===== src/rtl/spf_pkg.sv =====
package spf_pkg;
    // page codes of the register bank
    typedef enum logic [1:0] {
        PG_DATA  = 2'd0,
        PG_CTRL  = 2'd1,
        PG_AUDIO = 2'd2
    } page_code_e;

    localparam int DEF_WORD_W    = 16;
    localparam int DEF_PAGE_W    = 4;
    localparam int DEF_OFF_W     = 6;
    localparam int DEF_LEN_W     = 6;
    localparam int DEF_NUM_PAGES = 3;
endpackage


===== src/rtl/spf_cmd_decode.sv =====
module spf_cmd_decode #(
    parameter int WORD_W = 16,
    parameter int PAGE_W = 4,
    parameter int OFF_W  = 6
) (
    input  logic [WORD_W-1:0] word,
    output logic              is_read,
    output logic              is_zero,
    output logic [PAGE_W-1:0] page,
    output logic [OFF_W-1:0]  offset
);
    localparam int PAGE_LSB = WORD_W - 1 - PAGE_W;
    localparam int OFF_LSB  = PAGE_LSB - OFF_W;

    always_comb begin
        is_read = word[WORD_W-1];
        is_zero = (word == '0);
        page    = word[PAGE_LSB +: PAGE_W];
        offset  = word[OFF_LSB +: OFF_W];
    end
endmodule


===== src/rtl/spf_engine.sv =====
module spf_engine #(
    parameter int              WORD_W    = 16,
    parameter int              PAGE_W    = 4,
    parameter int              OFF_W     = 6,
    parameter int              NUM_PAGES = 3,
    parameter int              KEY_PAGE  = 1,
    parameter int              KEY_OFF   = 4,
    parameter logic [WORD_W-1:0] KEY_WORD = 16'hBB00
) (
    input  logic              clk,
    input  logic              rst,
    input  logic              take,       // valid word of legal length
    input  logic [WORD_W-1:0] word,
    input  logic              dec_read,
    input  logic              dec_zero,
    input  logic [PAGE_W-1:0] dec_page,
    input  logic [OFF_W-1:0]  dec_off,
    input  logic [WORD_W-1:0] rb_rdata,
    output logic              rb_rd_en,
    output logic              rb_wr_en,
    output logic [PAGE_W-1:0] rb_page,
    output logic [OFF_W-1:0]  rb_offset,
    output logic [WORD_W-1:0] rb_wdata,
    output logic [WORD_W-1:0] rsp_word,
    output logic              f_ovr,
    output logic              f_und,
    output logic              f_page,
    output logic              f_srst
);
    typedef struct packed {
        logic              pending;
        logic              cmd_rd;
        logic [PAGE_W-1:0] page;
        logic [OFF_W-1:0]  offset;
    } eng_t;

    localparam eng_t ENG_RST = '{pending: 1'b0, cmd_rd: 1'b0, page: '0, offset: '0};

    eng_t st_q, st_d, mid;
    logic do_read, do_write, page_ok;

    always_comb begin
        st_d     = st_q;
        mid      = st_q;
        rb_rd_en = 1'b0;
        rb_wr_en = 1'b0;
        rsp_word = '0;
        f_ovr    = 1'b0;
        f_und    = 1'b0;
        f_page   = 1'b0;
        f_srst   = 1'b0;
        page_ok  = (int'(st_q.page) < NUM_PAGES);
        do_read  = dec_zero || (st_q.pending && st_q.cmd_rd);
        do_write = !dec_zero || (st_q.pending && !st_q.cmd_rd);
        if (take) begin
            // read half first: it uses the location stored before this word
            if (do_read) begin
                f_und = !st_q.cmd_rd;
                f_ovr = st_q.pending && st_q.cmd_rd && !dec_zero;
                if (page_ok) begin
                    rb_rd_en = 1'b1;
                    rsp_word = rb_rdata;
                end else begin
                    f_page = 1'b1;
                end
                mid.offset  = st_q.offset + OFF_W'(1);
                mid.pending = 1'b0;
            end
            // write half: command decode or write data
            if (do_write) begin
                if (!mid.pending) begin
                    mid.pending = 1'b1;
                    mid.cmd_rd  = dec_read;
                    mid.page    = dec_page;
                    mid.offset  = dec_off;
                end else begin
                    mid.pending = 1'b0;
                    if (!page_ok) begin
                        f_page = 1'b1;
                    end else if (int'(st_q.page) == KEY_PAGE && int'(st_q.offset) == KEY_OFF) begin
                        if (word == KEY_WORD) begin
                            f_srst = 1'b1;
                            mid    = ENG_RST;
                        end
                    end else begin
                        rb_wr_en = 1'b1;
                    end
                end
            end
            st_d = mid;
        end
    end

    always_ff @(posedge clk) begin
        if (rst) st_q <= ENG_RST;
        else     st_q <= st_d;
    end

    assign rb_page   = st_q.page;
    assign rb_offset = st_q.offset;
    assign rb_wdata  = word;
endmodule


===== src/rtl/spf_resp.sv =====
module spf_resp #(
    parameter int WORD_W = 16
) (
    input  logic              clk,
    input  logic              rst,
    input  logic              in_valid,
    input  logic              len_ok,
    input  logic [WORD_W-1:0] rsp_word,
    input  logic              f_ovr,
    input  logic              f_und,
    input  logic              f_page,
    input  logic              f_srst,
    output logic              out_valid,
    output logic [WORD_W-1:0] out_word,
    output logic              err_overrun,
    output logic              err_underrun,
    output logic              err_page,
    output logic              err_len,
    output logic              soft_rst
);
    typedef struct packed {
        logic              valid;
        logic [WORD_W-1:0] word;
        logic              ovr;
        logic              und;
        logic              pg;
        logic              len;
        logic              srst;
    } rsp_t;

    rsp_t r_q, r_d;

    always_comb begin
        logic acc;
        acc       = in_valid && len_ok;
        r_d       = '0;
        r_d.valid = in_valid;
        r_d.len   = in_valid && !len_ok;
        if (acc) begin
            r_d.word = rsp_word;
            r_d.ovr  = f_ovr;
            r_d.und  = f_und;
            r_d.pg   = f_page;
            r_d.srst = f_srst;
        end
    end

    always_ff @(posedge clk) begin
        if (rst) r_q <= '0;
        else     r_q <= r_d;
    end

    assign out_valid    = r_q.valid;
    assign out_word     = r_q.word;
    assign err_overrun  = r_q.ovr;
    assign err_underrun = r_q.und;
    assign err_page     = r_q.pg;
    assign err_len      = r_q.len;
    assign soft_rst     = r_q.srst;
endmodule


===== src/rtl/spf_frontend.sv =====
module spf_frontend #(
    parameter int WORD_W    = spf_pkg::DEF_WORD_W,
    parameter int PAGE_W    = spf_pkg::DEF_PAGE_W,
    parameter int OFF_W     = spf_pkg::DEF_OFF_W,
    parameter int LEN_W     = spf_pkg::DEF_LEN_W,
    parameter int NUM_PAGES = spf_pkg::DEF_NUM_PAGES,
    parameter int KEY_OFF   = 4,
    parameter logic [WORD_W-1:0] KEY_WORD = 16'hBB00
) (
    input  logic              clk,
    input  logic              rst,
    input  logic              in_valid,
    input  logic [LEN_W-1:0]  in_len,
    input  logic [WORD_W-1:0] in_word,
    output logic              rb_rd_en,
    output logic              rb_wr_en,
    output logic [PAGE_W-1:0] rb_page,
    output logic [OFF_W-1:0]  rb_offset,
    output logic [WORD_W-1:0] rb_wdata,
    input  logic [WORD_W-1:0] rb_rdata,
    output logic              out_valid,
    output logic [WORD_W-1:0] out_word,
    output logic              err_overrun,
    output logic              err_underrun,
    output logic              err_page,
    output logic              err_len,
    output logic              soft_rst
);
    localparam int KEY_PAGE = int'(spf_pkg::PG_CTRL);

    logic              len_ok, take;
    logic              dec_read, dec_zero;
    logic [PAGE_W-1:0] dec_page;
    logic [OFF_W-1:0]  dec_off;
    logic [WORD_W-1:0] rsp_word;
    logic              f_ovr, f_und, f_page, f_srst;

    assign len_ok = (int'(in_len) == WORD_W);
    assign take   = in_valid && len_ok;

    spf_cmd_decode #(.WORD_W(WORD_W), .PAGE_W(PAGE_W), .OFF_W(OFF_W)) u_dec (
        .word    (in_word),
        .is_read (dec_read),
        .is_zero (dec_zero),
        .page    (dec_page),
        .offset  (dec_off)
    );

    spf_engine #(
        .WORD_W(WORD_W), .PAGE_W(PAGE_W), .OFF_W(OFF_W), .NUM_PAGES(NUM_PAGES),
        .KEY_PAGE(KEY_PAGE), .KEY_OFF(KEY_OFF), .KEY_WORD(KEY_WORD)
    ) u_eng (
        .clk, .rst, .take,
        .word     (in_word),
        .dec_read, .dec_zero, .dec_page, .dec_off,
        .rb_rdata, .rb_rd_en, .rb_wr_en, .rb_page, .rb_offset, .rb_wdata,
        .rsp_word, .f_ovr, .f_und, .f_page, .f_srst
    );

    spf_resp #(.WORD_W(WORD_W)) u_rsp (
        .clk, .rst, .in_valid, .len_ok, .rsp_word,
        .f_ovr, .f_und, .f_page, .f_srst,
        .out_valid, .out_word, .err_overrun, .err_underrun,
        .err_page, .err_len, .soft_rst
    );
endmodule


===== config.mk =====
export PLATFORM = sky130hd
export DESIGN_NAME = spf_frontend
export DESIGN_NICKNAME = d
export VERILOG_FILES = /design/src/rtl/spf_pkg.sv /design/src/rtl/spf_cmd_decode.sv /design/src/rtl/spf_engine.sv /design/src/rtl/spf_resp.sv /design/src/rtl/spf_frontend.sv
export SDC_FILE = /design/constraint.sdc
export NUM_CORES = 1
export LEC_CHECK = 0
export BUFFER_PORTS_ARGS = -buffer_cell sky130_fd_sc_hd__buf_2
export CELL_PAD_IN_SITES_DETAIL_PLACEMENT = 0
export CELL_PAD_IN_SITES_GLOBAL_PLACEMENT = 1
export CORE_AREA = 5 5 61 118
export DETAILED_ROUTE_END_ITERATION = 6
export DIE_AREA = 0 0 66 123
export PLACE_DENSITY_LB_ADDON = 0.08
export SLEW_MARGIN = 20
export SYNTH_ARGS = -nofsm -noshare
export SYNTH_HDL_FRONTEND = slang
export SYNTH_SLANG_ARGS = --single-unit

===== constraint.sdc =====
create_clock -name clk -period 1.8 [get_ports clk]
set_input_delay 0.09 -clock clk [delete_from_list [all_inputs] [get_ports clk]]
set_output_delay 0.09 -clock clk [all_outputs]
set_load 0.02 [all_outputs]

==> results.ini, run 1 <==
[setup_path]
cp.arrival_ps=1720
r2r-end=u_eng.rb_page[3]$_SDFFE_PP0P_
crit_fanout=2
r2r_start=u_eng.rb_offset[1]$_SDFFE_PP0N_
worstRegToRegCells=7
rrSetupSlack_ps=60
cp-end-kind=primary output
cp.required_ps=1710
startpoint_type=flop
path_class=reg -> out

[sta]
maxSlewViolCount=0
period_share_pct=101
hold_viol_final=0
period_minus_slack_ps=1810
fmax_ghz=0.553
worstMarginPinSlew_ps=357
finClkSkew_ps=5.61
slew_headroom_pct=75.6
setup_ws_ps=-9.47
final-setup-viol-count=1
rsz0062_at_grt=true

[final_layout]
drive_above_1_share_pct=56.9
stdcell_count=381
n_antenna_cell=0
nets=338
stdcell_area_mm2=0.00268
final_cell_mix=buf_2 (86), buf_4 (39), dfxtp_1 (32)
synthToLayoutAreaGrowth_pct=59.9
layout_commonest_cell=buf_2
n_fill_cell=645

[power_and_ir_drop]
seq_power_share_pct=39.5
peakVddDrop_mv=0.516
p_per_area_mw_per_mm2=718
total_power_mw=1.92
combPwrFrac_pct=9.1
switchingPower_mw=0.395
leakagePower_nw=1.25
switching_share_pct=20.6
clock_power_share_pct=51.4
intPower_mw=1.53

[global_routing]
grt_max_degree=17
overflow=0
grtUsageTotal_pct=13.6
grt_pass1_vias=1749
grt_pass1_wl_um=8340
antenna_found_initial=0

[logic_synthesis]
muxShareOfSynthArea_pct=0
netlist_instances=186
yosysTopAreaCellShare_pct=40.7
yosys_most_used_dff=dfxtp_1
synth-simple-area-share_pct=28.9
synth_top_family_by_area=simple AND/OR/NAND/NOR gates
synth.area.top_cells=dfxtp_1 (41%), buf_4 (12%), and2_1 (6.0%)
ys_warn_count=0
synth_nets=229
ys_seq_area_share_pct=40.7
async_flop_share_pct=0
synth_top_area_cell=dfxtp_1
synth_edf_count=0
post_synth_xor_area_fraction_pct=0
synth_adder_area_share_pct=1.50
synth_cell_type_count=40
synth_area_mm2=0.00167
synth-seq-cells=34
synth_compound_area_share_pct=14.7
syn_avg_cell_area_um2=8.99

[outcome]
status=finished, violations left
failed_checks=negative setup slack

[run]
max-cap-violations=0

[die]
num_io_pins=91
start_util_pct=27.0
fp.coreArea_mm2=0.00621
die_h_um=123
die_width_um=66
dieArea_mm2=0.00812
rows=41

[clock_network]
clkSinkCount=34
root_buffer=clkbuf_16
cts_buffers=5
cts_tree=done
clk_pin_slew_ps=50
clk_path_buf_depth=2
ctsHoldBuffers=0
clk_latency_ps=280
htree_levels=2

[hold_path]
min_from=rb_rdata[3]
min_path_cells=2
hp-class=in -> reg
hold_end=u_rsp.out_word[3]$_SDFF_PP0_

[routing]
postRouteAntennaNets=0
first_iter_violations=33
wl_per_cell_um=14.2
num_vias=1736
firstDrtPassIters=4
drc=0
viasPerCell=4.56
routed_wirelength_um=5430

[place]
numPlacedInstances=365
io_buffers=90
dp_slack_ps=-346
dpl_cell_area_mm2=0.00227
dpl.hpwl_um=4080
gp_congestion=0.842

cells in the mapped netlist, drive strengths merged (2+ instances only):
master	number
inv	4
and2	16
a2111oi	3
nand3	5
o21ai	5
nand4	3
nand2b	8
dfxtp	34
a21oi	3
or4	5
a211oi	2
and3	2
o2bb2ai	5
clkbuf	3
or3	2
nand2	13
buf	28
ha	2
nor4	3
nor2	11
a31oi	6
nor3	8
and2b	3
flip-flops by register name, indices dropped and copies added (netlist names):
| signal | count |
|---|---|
| u_rsp.out_valid | 1 |
| u_rsp.soft_rst | 1 |
| u_eng.rb_page | 4 |
| u_rsp.err_len | 1 |
| u_rsp.err_page | 1 |
| u_eng.st_q | 2 |
| u_rsp.err_underrun | 1 |
| u_rsp.out_word | 16 |
| u_eng.rb_offset | 6 |
| u_rsp.err_overrun | 1 |
worst max path at each step:
stage	startpoint	endpoint	slack (ps)	depth (start not counted)
after floorplan	in_word[0]	u_eng.rb_offset[4]$_SDFFE_PP0N_	-90	6
after global placement	in_word[0]	u_eng.st_q[10]$_SDFFE_PP0P_	-360	7
after detailed placement	in_word[0]	u_eng.st_q[10]$_SDFFE_PP0P_	-350	7
after CTS	in_word[9]	rb_wr_en	0.7	6
after global routing	u_eng.rb_offset[1]$_SDFFE_PP0N_	u_eng.rb_page[3]$_SDFFE_PP0P_	-90	7
final	u_eng.rb_offset[1]$_SDFFE_PP0N_	rb_wr_en	-9	7
cell families (layout without fill, tap and decap cells):
group,after synthesis,in the layout
simple gates,81,82
buf+inv,35,143
compound gates,34,34
flops,34,34
fa+ha+maj,2,2
metal layers:
layer  vias up  part of all wire (%)  track usage (%)
met4         0                   3.1             7.76
met5         -                     0                0
met2        68                    54             23.6
li1        858                     -                -
met1       800                    36             15.2
met3        10                   6.9             2.45
power groups by stage:
stage,Sequential [mW],Combinational (mW),Clock (mW)
after CTS,0.758,0.172,1.01
after global routing,0.758,0.190,1.05
after floorplan,0.778,0.0799,0
final,0.759,0.175,0.988
after detailed placement,0.774,0.165,0
after global placement,0.774,0.165,0
worst max-delay path: stages, from the launching register on:
cell	delay [ps]
dfxtp_2	330
inv_2	40
ha_4	140
nor4bb_4	140
and3_4	180
buf_6	110
a2111oi_4	290
buf_4	200
final cells by class:
type	instances	area (µm²)	area share (%)
Timing Repair Buffer	132	802	30.0
Sequential cell	34	683	25.5
Clock buffer	6	139	5.19
Multi-Input combinational cell	118	898	33.6
Inverter	4	15.0	0.561
Tap cell	86	108	4.02
Clock inverter	1	30.0	1.12
timing repair:
action,CTS,global route
setup endpoints to repair,10,15
gates cloned,1,0
hold endpoints to repair,0,0
resized for setup,24,16
pin swaps,8,18
buffers inserted,5,4
per-stage QoR:
| stage | utilization, % | hold slack [ps] | TNS [ps] |
|---|---|---|---|
| 2_1_floorplan | - | 207 | -587 |
| 3_3_place_gp | 36.6 | 288 | -5100 |
| 3_5_place_dp | 36.6 | 293 | -5120 |
| 4_1_cts | 41.6 | 6.51 | 0 |
| 5_1_grt | 43.1 | 12.9 | -575 |
| 6_report | 43.1 | 11.8 | -9.47 |
Power figures use the tool's default switching activity.
==> inputs of run 2 (changes only) <==
--- a/config.mk
+++ b/config.mk
@@ -5,12 +5,13 @@
 export SDC_FILE = /design/constraint.sdc
 export NUM_CORES = 1
 export LEC_CHECK = 0
+export ABC_AREA = 1
 export BUFFER_PORTS_ARGS = -buffer_cell sky130_fd_sc_hd__buf_2
 export CELL_PAD_IN_SITES_DETAIL_PLACEMENT = 0
 export CELL_PAD_IN_SITES_GLOBAL_PLACEMENT = 1
-export CORE_AREA = 5 5 61 118
+export CORE_AREA = 5 5 63 122
 export DETAILED_ROUTE_END_ITERATION = 6
-export DIE_AREA = 0 0 66 123
+export DIE_AREA = 0 0 68 127
 export PLACE_DENSITY_LB_ADDON = 0.08
 export SLEW_MARGIN = 20
 export SYNTH_ARGS = -nofsm -noshare
==> results.ini, run 2 <==
[power_and_ir_drop]
leakagePower_nw=1.21  ; -3.0%
seq_power_share_pct=39.9  ; +0.4 points
combPwrFrac_pct=8.0  ; -1.1 points
switchingPower_mw=0.427  ; +8.2%
peakVddDrop_mv=0.707  ; +37%
p_per_area_mw_per_mm2=808  ; +12%
total_power_mw=1.90  ; -1.2%
clock_power_share_pct=52.1  ; +0.7 points
intPower_mw=1.47  ; -3.6%
switching_share_pct=22.5  ; +2.0 points

[logic_synthesis]
syn_avg_cell_area_um2=7.27  ; -19%
synth_cell_type_count=25  ; -38%
synth_top_area_cell=dfxtp_1
netlist_instances=247  ; +33%
synth_nets=290  ; +27%
synth-seq-cells=34  ; unchanged
ys_top_cells_by_count=nand2_1 (49), dfxtp_1 (34), inv_1 (34)
synth_area_mm2=0.00180  ; +7.3%
ys_seq_area_share_pct=37.9  ; -2.8 points
async_flop_share_pct=0  ; unchanged
yosys_most_used_dff=dfxtp_1
synth.area.top_cells=dfxtp_1 (38%), buf_4 (11%), nand2_1 (10%)
yosysTopAreaCellShare_pct=37.9  ; -2.8 points
synth_edf_count=0  ; unchanged
synth.most_common_cell=nand2_1
ys_warn_count=0  ; unchanged

[routing]
firstDrtPassIters=2  ; -2
drc=0  ; unchanged
routed_wirelength_um=5370  ; -1.1%
num_vias=1723  ; -0.75%
first_iter_violations=39  ; +18%
viasPerCell=4.20  ; -7.8%
wl_per_cell_um=13.1  ; -8.1%
postRouteAntennaNets=0  ; unchanged

[global_routing]
antenna_found_initial=0  ; unchanged
grtUsageTotal_pct=13.2  ; -0.35 points
grt_pass1_wl_um=8400  ; +0.83%
grt_max_degree=17  ; unchanged
overflow=0  ; unchanged
grt_pass1_vias=1768  ; +1.1%

[sta]
worstMarginPinSlew_ps=393  ; +36.1 ps
maxSlewViolCount=0  ; unchanged
period_share_pct=89.3  ; -11 points
finalSetupTns_ps=0  ; +9.47 ps
period_minus_slack_ps=1610  ; -203 ps
fmax_ghz=0.622  ; +13%
final-setup-viol-count=0  ; -1
finClkSkew_ps=3.51  ; -2.09 ps
slew_headroom_pct=73.6  ; -2.0 points
rsz0062_at_grt=false
hold_viol_final=0  ; unchanged

[hold_path]
min_from=rb_rdata[2]
hold_end=u_rsp.out_word[2]$_SDFF_PP0_
min_path_cells=3  ; +1
hp-class=in -> reg

[place]
io_buffers=90  ; unchanged
gp_congestion=0.750  ; -11%
dpl.hpwl_um=4370  ; +7.1%

[final_layout]
seqCellArea_um2=681  ; -0.37%
nets=364  ; +7.7%
n_fill_cell=751  ; +16%
synthToLayoutAreaGrowth_pct=30.9
n_antenna_cell=0  ; unchanged
largest_reg_flops=16  ; unchanged
final_cell_mix=buf_2 (90), nand2_1 (49), inv_1 (34), dfxtp_1 (34), nor2_1 (31)
multiInputGateArea_um2=773  ; -14%
layout_commonest_cell=buf_2
drive_above_1_share_pct=38.8  ; -18 points

[clock_network]
ctsHoldBuffers=0  ; unchanged
clk_pin_slew_ps=60  ; about the same
htree_levels=2  ; unchanged
clkSinkCount=34  ; unchanged
cts_setup_buffers=0  ; -5
clk_path_buf_depth=2  ; unchanged
cts_buffers=5  ; unchanged
cts_tree=done
root_buffer=clkbuf_16
clk_latency_ps=280  ; about the same
cts_resized=0  ; -100%

[setup_path]
worstRegToRegCells=10  ; +3
cpMaxStageDelayCell=dfxtp_1
crit_path_max_incr_delay_ps=390  ; +60 ps
path_class=reg -> out
rrSetupSlack_ps=350  ; +290 ps
cp_num_buf_inv=1  ; -2
crit_chain=nand2_1 -> nand2_4 -> nor3b_4 -> buf_2
critPathTopFamily=simple AND/OR/NAND/NOR gates
crit_fanout=10  ; +8
r2r_start=u_eng.st_q[10]$_SDFFE_PP0P_
startpoint_type=flop
r2r-end=u_eng.rb_offset[5]$_SDFFE_PP0N_
cp.arrival_ps=1520  ; -200 ps
cp-end-kind=primary output
cp.required_ps=1710  ; about the same

[die]
die_h_um=127  ; +3.3%
die_width_um=68  ; +3.0%
rows=42  ; +2.4%
fp.coreArea_mm2=0.00657  ; +5.8%
num_io_pins=91  ; unchanged
start_util_pct=27.3  ; +0.38 points
dieArea_mm2=0.00864  ; +6.4%

[outcome]
status=completed

[run]
max-cap-violations=0  ; unchanged

run 2: metrics by stage:
stage          std cells  area (µm²)  hold WS [ps]  utilization (%)  setup WS (ps)
2_1_floorplan        247        1800           167                -            337
3_3_place_gp         402        2180           303             33.2            134
3_5_place_dp         402        2180           308             33.2            135
4_1_cts              410        2350          5.66             35.8            188
5_1_grt              410        2350          18.5             35.8           11.4
6_report             410        2350          14.8             35.8            193
run 2: kinds of logic (layout without fill, tap and decap cells):
family,count (synthesis),after routing,synth area share (%)
flops,34,34,37.9
xor+xnor,3,3,1.46
compound gates,19,19,5.57
buf+inv,63,138,19.0
simple gates,126,126,34.6
fa+ha+maj,2,2,1.39
run 2: worst max-delay path by stage:
stage	start	end	slack, ps	depth (start not counted)
2_1_floorplan	u_eng.rb_offset[0]$_SDFFE_PP0N_	rb_wr_en	340	7
3_5_place_dp	in_word[10]	u_eng.rb_offset[5]$_SDFFE_PP0N_	140	12
5_1_grt	u_eng.st_q[10]$_SDFFE_PP0P_	rb_wr_en	10	8
6_report	u_eng.st_q[10]$_SDFFE_PP0P_	rb_rd_en	190	4
3_3_place_gp	in_word[10]	u_eng.rb_offset[5]$_SDFFE_PP0N_	130	12
4_1_cts	u_eng.st_q[10]$_SDFFE_PP0P_	rb_rd_en	190	4
run 2: power by group through the flow:
stage               Sequential, mW  Combinational, mW  Clock, mW
floorplan                    0.778             0.0940          0
global placement             0.775              0.154          0
detailed placement           0.775              0.154          0
CTS                          0.758              0.155       1.03
global route                 0.758              0.169       1.04
finish                       0.758              0.151      0.989
run 2: area by class of cell:
| class | count | area share (%) |
|---|---|---|
| Clock buffer | 6 | 5.48 |
| Inverter | 35 | 5.59 |
| Tap cell | 88 | 4.69 |
| Clock inverter | 2 | 1.60 |
| Sequential cell | 34 | 29.0 |
| Timing Repair Buffer | 95 | 20.8 |
| Multi-Input combinational cell | 150 | 32.9 |
run 2: worst register-to-register path: stages, from the launching register on:
cell and delay, ps:
dfxtp_1 390, inv_1 60, nand2_1 70, inv_1 60, nand2_2 180, nand2_4 130
nor2_2 220, nand2_1 70, o21ai_0 70, nor2_1 50, nor2_1 80
run 2: per-layer routing:
layer / share of wire, % / vias up / global-route usage, % / wire length [µm]
met5: 0 / - / 0 / 0
li1: - / 880 / - / -
met1: 32 / 787 / 11.5 / 1740
met4: 1.9 / 0 / 5.98 / 102
met3: 6.4 / 10 / 4.13 / 346
met2: 59 / 46 / 25.5 / 3180
==> inputs of run 3 (changes only) <==
--- a/config.mk
+++ b/config.mk
@@ -6,12 +6,12 @@
 export NUM_CORES = 1
 export LEC_CHECK = 0
 export ABC_AREA = 1
-export BUFFER_PORTS_ARGS = -buffer_cell sky130_fd_sc_hd__buf_2
 export CELL_PAD_IN_SITES_DETAIL_PLACEMENT = 0
 export CELL_PAD_IN_SITES_GLOBAL_PLACEMENT = 1
-export CORE_AREA = 5 5 63 122
+export CORE_AREA = 5 5 55 106
 export DETAILED_ROUTE_END_ITERATION = 6
-export DIE_AREA = 0 0 68 127
+export DIE_AREA = 0 0 60 111
+export DONT_BUFFER_PORTS = 1
 export PLACE_DENSITY_LB_ADDON = 0.08
 export SLEW_MARGIN = 20
 export SYNTH_ARGS = -nofsm -noshare
==> results.ini, run 3 (synthesized netlist as in run 2, its figures left out) <==
[setup_path]
cp.arrival_ps=1590  ; +70 ps
cp.required_ps=1710  ; about the same
cp-end-kind=primary output
cp.depth=7  ; +3
cp_num_buf_inv=1  ; unchanged
critPathTopFamily=simple AND/OR/NAND/NOR gates
crit_path_max_incr_delay_ps=510  ; +120 ps
crit_chain=nor2_1 -> nand3_1 -> nor2_1 -> nand2_1 -> nand2_1 -> nor3_1 -> buf_4
path_class=reg -> out
worstRegToRegCells=8  ; -2
startpoint_type=flop
crit_fanout=4  ; -6
cpMaxStageDelayCell=dfxtp_1

[sta]
rsz0062_at_grt=false
finalSetupTns_ps=0  ; unchanged
maxSlewViolCount=0  ; unchanged
period_share_pct=93.5  ; +4.3 points
period_minus_slack_ps=1680  ; +77.3 ps
final-setup-viol-count=0  ; unchanged
worstMarginPinSlew_ps=601  ; +208 ps
setup_ws_ps=116  ; -77.3 ps
fmax_ghz=0.594  ; -4.6%
slew_headroom_pct=59.8  ; -14 points
hold_viol_final=0  ; unchanged
finClkSkew_ps=7.45  ; +3.93 ps

[final_layout]
layout_commonest_cell=nand2_1
nets=302  ; -17%
final_cell_mix=nand2_1 (49), inv_1 (34), dfxtp_1 (33)
largest_reg_flops=16  ; unchanged
drive_above_1_share_pct=15.8  ; -23 points
n_fill_cell=508  ; -32%
synthToLayoutAreaGrowth_pct=13.7
n_antenna_cell=0  ; unchanged

[place]
gp_congestion=0.786  ; +4.8%
io_buffers=0  ; -100%
dp_slack_ps=162  ; +27.1 ps
dpl.hpwl_um=3750  ; -14%

[power_and_ir_drop]
peakVddDrop_mv=0.640  ; -9.5%
seq_power_share_pct=55.1  ; +15 points
intPower_mw=1.07  ; -27%
switchingPower_mw=0.313  ; -27%
combPwrFrac_pct=6.4  ; -1.6 points
p_per_area_mw_per_mm2=677  ; -16%
leakagePower_nw=0.889  ; -27%
switching_share_pct=22.6  ; +0.11 points
clock_power_share_pct=38.5  ; -14 points

[global_routing]
grt_pass1_vias=1576  ; -11%
grtUsageTotal_pct=15.3  ; +2.1 points
antenna_found_initial=0  ; unchanged
grt_max_degree=17  ; unchanged
overflow=0  ; unchanged
grt_pass1_wl_um=7620  ; -9.3%

[die]
fp.coreArea_mm2=0.00486  ; -26%
num_io_pins=91  ; unchanged
dieArea_mm2=0.00666  ; -23%
rows=36  ; -14%
die_width_um=60  ; -12%
start_util_pct=36.9  ; +9.6 points
die_h_um=111  ; -13%

[routing]
wl_met3_um=327  ; -5.5%
postRouteAntennaNets=0  ; unchanged
met2_length_um=2820  ; -11%
routed_wirelength_um=4850  ; -9.6%
num_vias=1514  ; -12%
first_iter_violations=34  ; -13%
m1WireLength_um=1540  ; -11%
top_layer_used=met4
drc=0  ; unchanged
viasPerCell=4.79  ; +14%
wl_per_cell_um=15.3  ; +17%
firstDrtPassIters=4  ; +2

[run]
max-cap-violations=0  ; unchanged

[clock_network]
clk_latency_ps=280  ; about the same
cts_tree=done
clk_path_buf_depth=2  ; unchanged
htree_levels=2  ; unchanged
root_buffer=clkbuf_8
cts_buffers=5  ; unchanged
clk_pin_slew_ps=70  ; about the same
clkSinkCount=34  ; unchanged

[outcome]
status=completed

[hold_path]
hp-class=in -> reg
min_path_cells=2  ; -1

==> run 3: layout make-up <==
cell class | count | area (µm²) | share of cell area, %
Clock buffer | 6 | 72.6 | 3.56
Clock inverter | 1 | 7.51 | 0.368
Tap cell | 57 | 71.3 | 3.49
Inverter | 35 | 131 | 6.44
Sequential cell | 34 | 682 | 33.4
Multi-Input combinational cell | 150 | 773 | 37.9
Timing Repair Buffer | 33 | 303 | 14.8
==> run 3: worst paths after layout <==
kind,startpoint,to,slack [ps]
setup / recovery,u_eng.rb_page[1]$_SDFFE_PP0P_,rb_wr_en,120
hold / removal,in_valid,u_rsp.out_valid$_SDFF_PP0_,20
setup reg to reg,u_eng.rb_page[1]$_SDFFE_PP0P_,u_eng.rb_offset[4]$_SDFFE_PP0N_,180
hold reg to reg,u_eng.rb_offset[1]$_SDFFE_PP0N_,u_eng.rb_offset[1]$_SDFFE_PP0N_,510
==> run 3: per-layer routing <==
metal,GRT usage [%],vias up
met3,4.08,13
met2,28.4,59
met5,0,-
li1,-,758
met1,14.1,684
met4,7.69,0
==> run 3: power by group through the flow <==
| stage | registers, mW | logic [mW] | clock network (mW) |
|---|---|---|---|
| after floorplan | 0.778 | 0.0940 | 0 |
| after global placement | 0.779 | 0.0448 | 0 |
| after detailed placement | 0.779 | 0.0454 | 0 |
| after CTS | 0.761 | 0.0890 | 0.561 |
| after global routing | 0.761 | 0.0986 | 0.598 |
| final | 0.761 | 0.0886 | 0.532 |
==> run 3: what timing repair did <==
action / CTS / global route
buffers inserted: 0 / 0
setup endpoints to repair: 0 / 1
gates resized for setup: 0 / 1
endpoints found under the hold margin: 28 / 0
hold buffers: 22 / 0
==> run 3: metrics by stage <==
stage          cell area, µm²  util (%)  std cells  total power, mW  hold WS [ps]
3_3_place_gp             1740      35.8        287            0.823           162
2_1_floorplan            1800         -        247            0.872           167
4_1_cts                  2040      41.9        316             1.41          12.3
3_5_place_dp             1740      35.8        287            0.824           164
5_1_grt                  2040      41.9        316             1.46          30.9
6_report                 2040      41.9        316             1.38          22.5
